**config.mk**
```make
export PLATFORM = sky130hd
export DESIGN_NAME = rob_window
export DESIGN_NICKNAME = d
export VERILOG_FILES = /design/src/rtl/rob_pkg.sv /design/src/rtl/rob_wake.sv /design/src/rtl/rob_pick.sv /design/src/rtl/rob_window.sv
export SDC_FILE = /design/constraint.sdc
export NUM_CORES = 1
export LEC_CHECK = 0
export BUFFER_PORTS_ARGS = -buffer_cell sky130_fd_sc_hd__buf_2
export CAP_MARGIN = 20
export CORE_ASPECT_RATIO = 2
export CORE_MARGIN = 1
export CORE_UTILIZATION = 55
export CTS_CLUSTER_SIZE = 30
export DETAILED_ROUTE_END_ITERATION = 16
export PLACE_DENSITY_LB_ADDON = 0.12
export REMOVE_ABC_BUFFERS = 1
export SLEW_MARGIN = 0
export SYNTH_ARGS = -nofsm -noshare
export SYNTH_HDL_FRONTEND = slang
export SYNTH_HIERARCHICAL = 1
export SYNTH_SLANG_ARGS = --single-unit
```
**constraint.sdc**
```tcl
create_clock -name clk -period 8.45 [get_ports clk]
set_input_delay 1.2675 -clock clk [delete_from_list [all_inputs] [get_ports clk]]
set_output_delay 1.2675 -clock clk [all_outputs]
set_load 0.1 [all_outputs]
```
**src/rtl/rob_pkg.sv**
```systemverilog
package rob_pkg;
    localparam int unsigned CAUSE_W = 4;
    localparam logic [CAUSE_W-1:0] CAUSE_NONE = '0;
endpackage

```
**src/rtl/rob_wake.sv**
```systemverilog
module rob_wake #(
    parameter int DATA_W = 16,
    parameter int TAG_W  = 3
) (
    input  logic              rdy_i,
    input  logic [TAG_W-1:0]  tag_i,
    input  logic [DATA_W-1:0] val_i,
    input  logic              cpl_valid,
    input  logic [TAG_W-1:0]  cpl_tag,
    input  logic [DATA_W-1:0] cpl_data,
    output logic              rdy_o,
    output logic [DATA_W-1:0] val_o
);
    logic hit;
    always_comb begin
        hit   = !rdy_i && cpl_valid && (cpl_tag == tag_i);
        rdy_o = rdy_i || hit;
        val_o = hit ? cpl_data : val_i;
    end
endmodule

```
**src/rtl/rob_pick.sv**
```systemverilog
module rob_pick #(
    parameter int N = 8
) (
    input  logic [N-1:0]                       req,
    output logic                               any,
    output logic [((N > 1) ? $clog2(N) : 1)-1:0] idx
);
    localparam int IDX_W = (N > 1) ? $clog2(N) : 1;
    always_comb begin
        any = |req;
        idx = '0;
        for (int i = N - 1; i >= 0; i--) begin
            if (req[i]) idx = IDX_W'(i);
        end
    end
endmodule

```
**src/rtl/rob_window.sv**
```systemverilog
module rob_window
    import rob_pkg::*;
#(
    parameter int DEPTH  = 8,
    parameter int DATA_W = 16,
    parameter int AREG_W = 5,
    parameter int OP_W   = 4
) (
    input  logic                     clk,
    input  logic                     rst_n,
    input  logic                     flush,
    input  logic                     disp_valid,
    input  logic [OP_W-1:0]          disp_op,
    input  logic                     disp_a_rdy,
    input  logic [$clog2(DEPTH)-1:0] disp_a_tag,
    input  logic [DATA_W-1:0]        disp_a_val,
    input  logic                     disp_b_rdy,
    input  logic [$clog2(DEPTH)-1:0] disp_b_tag,
    input  logic [DATA_W-1:0]        disp_b_val,
    input  logic                     disp_dst_en,
    input  logic [AREG_W-1:0]        disp_dst_reg,
    output logic                     disp_ready,
    output logic [$clog2(DEPTH)-1:0] disp_tag,
    output logic                     iss_valid,
    output logic [$clog2(DEPTH)-1:0] iss_tag,
    output logic [OP_W-1:0]          iss_op,
    output logic [DATA_W-1:0]        iss_a,
    output logic [DATA_W-1:0]        iss_b,
    input  logic                     cpl_valid,
    input  logic [$clog2(DEPTH)-1:0] cpl_tag,
    input  logic [DATA_W-1:0]        cpl_data,
    input  logic [CAUSE_W-1:0]       cpl_cause,
    output logic                     ret_valid,
    output logic                     ret_wen,
    output logic [AREG_W-1:0]        ret_reg,
    output logic [DATA_W-1:0]        ret_data,
    output logic                     ret_exc,
    output logic [CAUSE_W-1:0]       ret_cause
);
    localparam int TAG_W = $clog2(DEPTH);
    localparam int PTR_W = TAG_W + 1;
    localparam logic [PTR_W-1:0] DEPTH_P = PTR_W'(DEPTH);
    localparam logic [PTR_W-1:0] PTR_ONE = PTR_W'(1);

    typedef struct packed {
        logic               live;
        logic               exec;
        logic               done;
        logic [OP_W-1:0]    op;
        logic               r1;
        logic [TAG_W-1:0]   t1;
        logic [DATA_W-1:0]  v1;
        logic               r2;
        logic [TAG_W-1:0]   t2;
        logic [DATA_W-1:0]  v2;
        logic               dvld;
        logic [AREG_W-1:0]  dreg;
        logic [DATA_W-1:0]  data;
        logic [CAUSE_W-1:0] cause;
    } ent_t;

    typedef struct packed {
        logic [PTR_W-1:0]       head;
        logic [PTR_W-1:0]       tail;
        ent_t [DEPTH-1:0]       ent;
    } st_t;

    st_t st_d, st_q;
    ent_t hd, sel, nw;
    logic [PTR_W-1:0] occ;
    logic full, empty;
    logic [DEPTH-1:0] req;
    logic pick_any;
    logic [TAG_W-1:0] pick_idx;

    // wake-up network: every stored source and both incoming sources
    logic [DEPTH-1:0]  w1r, w2r;
    logic [DATA_W-1:0] w1v [DEPTH];
    logic [DATA_W-1:0] w2v [DEPTH];
    logic              da_r, db_r;
    logic [DATA_W-1:0] da_v, db_v;

    for (genvar g = 0; g < DEPTH; g++) begin : g_ent
        rob_wake #(.DATA_W(DATA_W), .TAG_W(TAG_W)) u_w1 (
            .rdy_i(st_q.ent[g].r1), .tag_i(st_q.ent[g].t1), .val_i(st_q.ent[g].v1),
            .cpl_valid(cpl_valid), .cpl_tag(cpl_tag), .cpl_data(cpl_data),
            .rdy_o(w1r[g]), .val_o(w1v[g]));
        rob_wake #(.DATA_W(DATA_W), .TAG_W(TAG_W)) u_w2 (
            .rdy_i(st_q.ent[g].r2), .tag_i(st_q.ent[g].t2), .val_i(st_q.ent[g].v2),
            .cpl_valid(cpl_valid), .cpl_tag(cpl_tag), .cpl_data(cpl_data),
            .rdy_o(w2r[g]), .val_o(w2v[g]));
    end

    rob_wake #(.DATA_W(DATA_W), .TAG_W(TAG_W)) u_wa (
        .rdy_i(disp_a_rdy), .tag_i(disp_a_tag), .val_i(disp_a_val),
        .cpl_valid(cpl_valid), .cpl_tag(cpl_tag), .cpl_data(cpl_data),
        .rdy_o(da_r), .val_o(da_v));
    rob_wake #(.DATA_W(DATA_W), .TAG_W(TAG_W)) u_wb (
        .rdy_i(disp_b_rdy), .tag_i(disp_b_tag), .val_i(disp_b_val),
        .cpl_valid(cpl_valid), .cpl_tag(cpl_tag), .cpl_data(cpl_data),
        .rdy_o(db_r), .val_o(db_v));

    always_comb begin
        for (int i = 0; i < DEPTH; i++) begin
            req[i] = st_q.ent[i].live && !st_q.ent[i].exec
                     && st_q.ent[i].r1 && st_q.ent[i].r2;
        end
    end

    rob_pick #(.N(DEPTH)) u_pick (.req(req), .any(pick_any), .idx(pick_idx));

    always_comb begin
        st_d  = st_q;
        occ   = st_q.tail - st_q.head;
        full  = (occ == DEPTH_P);
        empty = (occ == '0);
        hd    = st_q.ent[st_q.head[TAG_W-1:0]];
        sel   = st_q.ent[pick_idx];

        disp_ready = !full && !flush;
        disp_tag   = st_q.tail[TAG_W-1:0];

        iss_valid = pick_any && !flush;
        iss_tag   = pick_idx;
        iss_op    = sel.op;
        iss_a     = sel.v1;
        iss_b     = sel.v2;

        ret_valid = !flush && !empty && hd.live && hd.done;
        ret_exc   = ret_valid && (hd.cause != CAUSE_NONE);
        ret_cause = hd.cause;
        ret_wen   = ret_valid && !ret_exc && hd.dvld;
        ret_reg   = hd.dreg;
        ret_data  = hd.data;

        // operand capture from the completion broadcast
        for (int i = 0; i < DEPTH; i++) begin
            st_d.ent[i].r1 = w1r[i];
            st_d.ent[i].v1 = w1v[i];
            st_d.ent[i].r2 = w2r[i];
            st_d.ent[i].v2 = w2v[i];
        end

        if (cpl_valid && st_q.ent[cpl_tag].live) begin
            st_d.ent[cpl_tag].done  = 1'b1;
            st_d.ent[cpl_tag].data  = cpl_data;
            st_d.ent[cpl_tag].cause = cpl_cause;
        end

        if (iss_valid) st_d.ent[pick_idx].exec = 1'b1;

        nw      = '0;
        nw.live = 1'b1;
        nw.op   = disp_op;
        nw.r1   = da_r;
        nw.t1   = disp_a_tag;
        nw.v1   = da_v;
        nw.r2   = db_r;
        nw.t2   = disp_b_tag;
        nw.v2   = db_v;
        nw.dvld = disp_dst_en;
        nw.dreg = disp_dst_reg;
        if (disp_valid && disp_ready) begin
            st_d.ent[st_q.tail[TAG_W-1:0]] = nw;
            st_d.tail = st_q.tail + PTR_ONE;
        end

        if (ret_valid) begin
            st_d.ent[st_q.head[TAG_W-1:0]].live = 1'b0;
            st_d.head = st_q.head + PTR_ONE;
            if (ret_exc) begin
                for (int i = 0; i < DEPTH; i++) st_d.ent[i].live = 1'b0;
                st_d.tail = st_q.head + PTR_ONE;
            end
        end

        if (flush) begin
            for (int i = 0; i < DEPTH; i++) st_d.ent[i].live = 1'b0;
            st_d.tail = st_q.head;
        end
    end

    always_ff @(posedge clk or negedge rst_n) begin
        if (!rst_n) st_q <= '0;
        else        st_q <= st_d;
    end

    // occupancy never exceeds the slot count
    a_r3_no_overflow: assert property (@(posedge clk) disable iff (!rst_n)
        occ <= DEPTH_P);

    // an issued slot is marked issued (or discarded) on the next cycle
    a_r5_issue_marks: assert property (@(posedge clk) disable iff (!rst_n)
        iss_valid |=> (st_q.ent[$past(iss_tag)].exec || !st_q.ent[$past(iss_tag)].live));

    // each retirement moves the head by exactly one slot
    a_r9_head_step: assert property (@(posedge clk) disable iff (!rst_n)
        ret_valid |=> (st_q.head == $past(st_q.head) + PTR_ONE));

    // an exceptional retirement leaves the window empty
    a_r10_exc_empties: assert property (@(posedge clk) disable iff (!rst_n)
        (ret_valid && ret_exc) |=> (st_q.head == st_q.tail));

    // flush leaves the window empty
    a_r11_flush_empties: assert property (@(posedge clk) disable iff (!rst_n)
        flush |=> (st_q.head == st_q.tail));
endmodule

```
==> flow_metrics.tcl <==
set metrics [dict create \
    end_kind "primary output" \
    holdCritPathClass "register to register" \
    ys_types 59 \
    cp.required_ns 7.18 \
    cts.repair.resized 0 \
    tns_ns 0 \
    netlist_area_mm2 0.03220 \
    seq_area_frac_synth_pct 46.01 \
    synth_cells 2369 \
    fmax_mhz 164.1 \
    r2r_setup_slack_ns 3.30 \
    initial_core_util_pct 55.49 \
    worstMarginPinSlew_ns 1.156 \
    maxSlewViolCount 0 \
    synthFlopType "dfrtp_1" \
    grt_use_total_pct 29.63 \
    clockBufferDepth 3 \
    setup_viol 0 \
    numCtsBuffers 54 \
    final_common_cell "dfrtp_1" \
    avgSynthCellArea_um2 13.59 \
    clock_latency_ns 0.61 \
    ant_nets 0 \
    grt_setup_unrepaired "no" \
    post_dp_cell_area_mm2 0.03324 \
    area_growth_pct 8.619 \
    grt_max_degree 193 \
    vdd_drop_max_mv 0.4655 \
    drc_errors 0 \
    fillers 4657 \
    pin_count 150 \
    clock_skew_ns 0.01408 \
    dr.pass1.iters 7 \
    pre_cts_slack_ns 3.050 \
    diodes 0 \
    root_buffer "clkbuf_16" \
    dieArea_mm2 0.05957 \
    power.leakage_nw 16.87 \
    hold_viol 0 \
    power_density_mw_per_mm2 369.5 \
    final_cell_mix "dfrtp_1, mux2_2, nor2_1" \
    outcome "finished clean" \
    grt.overflow.total 0 \
    crit_path_start_kind "register" \
    ys.warnings.count 6 \
    die_w_um 173.1 \
    cts.clk_slew.worst_paths_ns 0.07 \
    stdcell_area_mm2 0.03497 \
    max_cap_viol_count 0 \
    crit_type "register to primary output" \
    whs_path_depth 2 \
    cts_tree "done" \
    nets 2524 \
    drive_above_1_share_pct 44.24 \
    final.period_utilization_pct 72.12 \
    std_cell_rows 125 \
    reg2reg_depth 9 \
    dp_hpwl_mm 50.76 \
    finalWorstSetupSlack_ns 2.356 \
    min_from "st_q[290]" \
    cts_hold_buffers 0 \
    synth-seq-cells 592 \
    synth_edf_count 0 \
    relSlewSlack_pct 22.93 \
    path_max_fanout 24 \
    totalWireLength_mm 87.40 \
    holdPathEnd "st_q[290]" \
    io_buffers 149 \
    htree_levels 2 \
    cts_sinks 592 \
    min_period_ns 6.094 \
    antenna_found_initial 1 \
    rr_startpoint "st_q[590]" \
    gp_congestion 0.8294 \
    vias 20270 \
    post_cts_buffers 0 \
    grt_pass1_wl_mm 134.2 \
    wl_per_cell_um 26.93 \
    first_global_vias 22000 \
    core_area_mm2 0.05802 \
    async_reset_ff_share_pct 100.0 \
    worstPathArrival_ns 4.83 \
    drt-vias-per-instance 6.244 \
    drtIter0Drc 1292 \
    die-height_um 344.2 \
]
synthesized netlist by cell type (5+ instances only):
cell	count	area share, %
and3_1	7	0.14
clkbuf_1	40	0.47
ha_1	5	0.19
nor2_1	194	2.3
nand4_4	18	1.2
nand2_1	48	0.56
nand3_1	7	0.11
nand4_1	19	0.37
mux2i_1	184	5.7
or2b_1	18	0.42
nor3_1	11	0.17
buf_2	13	0.20
a21oi_1	28	0.44
buf_4	34	0.79
inv_1	16	0.19
nor2b_1	26	0.51
mux2_1	19	0.66
buf_1	43	0.50
xnor2_1	57	1.6
mux2_4	162	7.6
nand2b_1	11	0.21
and4b_1	7	0.22
a22oi_1	77	1.8
mux4_2	76	5.3
dfrtp_1	592	46
o22ai_1	6	0.12
o21ai_0	5	0.078
mux2_2	549	19
buf_6	41	1.4
routing by layer:
| metal | GRT usage [%] | wire length [um] | up-vias |
|---|---|---|---|
| met4 | 11.41 | 3022 | 2 |
| li1 | - | - | 8770 |
| met3 | 2.998 | 3002 | 185 |
| met1 | 35.49 | 34670 | 10800 |
| met2 | 54.66 | 46690 | 508 |
| met5 | 0 | 18 | - |
report_power, final:
part	leakage, nW	switching (mW)	total, mW	internal (mW)
combinational	8.52	3.33	5.89	2.56
sequential	7.49	0.659	4.59	3.93
clock	0.858	1.10	2.44	1.34
worst max-delay path: stages, from the launching register on:
cell and delay [ns]:
dfrtp_1 0.99, inv_1 0.57, ha_1 0.49, a21oi_1 0.21
a21oi_1 0.11, o2111ai_1 0.21, nand4_1 0.55, inv_1 0.44
nand2_1 0.16, inv_1 0.08, buf_2 0.42
kinds of logic after synthesis:
| family | count (synthesis) | share of synthesized area (%) |
|---|---|---|
| adders and majority gates | 5 | 0.1943 |
| AOI/OAI and AO/OA | 143 | 3.109 |
| DFF | 592 | 46.01 |
| and+or+nand+nor | 392 | 7.014 |
| buffers and inverters | 187 | 3.583 |
| xor gates and xnor gates | 60 | 1.632 |
| muxes | 990 | 38.46 |
worst max-delay path by stage:
stage                         start   endpoint  slack [ns]
final                     st_q[590]    ret_exc        2.36
after global placement    st_q[590]    ret_exc        3.21
after detailed placement  st_q[590]    ret_exc        3.05
after CTS                 st_q[590]    ret_exc        2.41
after global routing      st_q[590]    ret_exc        2.08
after floorplan           st_q[582]  iss_op[3]      -11.09
layout make-up:
cell class	instances	area [um^2]	share of cell area, %
Clock buffer	84	1615	4.619
Sequential cell	592	14820	42.36
Multi-Input combinational cell	1590	16300	46.61
Inverter	16	60.06	0.1717
Clock inverter	15	112.6	0.3220
Tap cell	762	953.4	2.726
Timing Repair Buffer	187	1116	3.191
through the flow:
stage                     hold WS [ns]  utilization [%]  total power, mW  instances
final                           0.4928            60.27            12.92       3246
after global routing            0.5187            60.27            13.50       3246
after CTS                       0.4942            60.27            12.97       3246
after detailed placement        0.4777            57.29            10.50       3147
after global placement          0.4700            57.29            10.27       3147
after floorplan                 0.4559                -            9.329       2198
(Power assumes the default switching activity.)
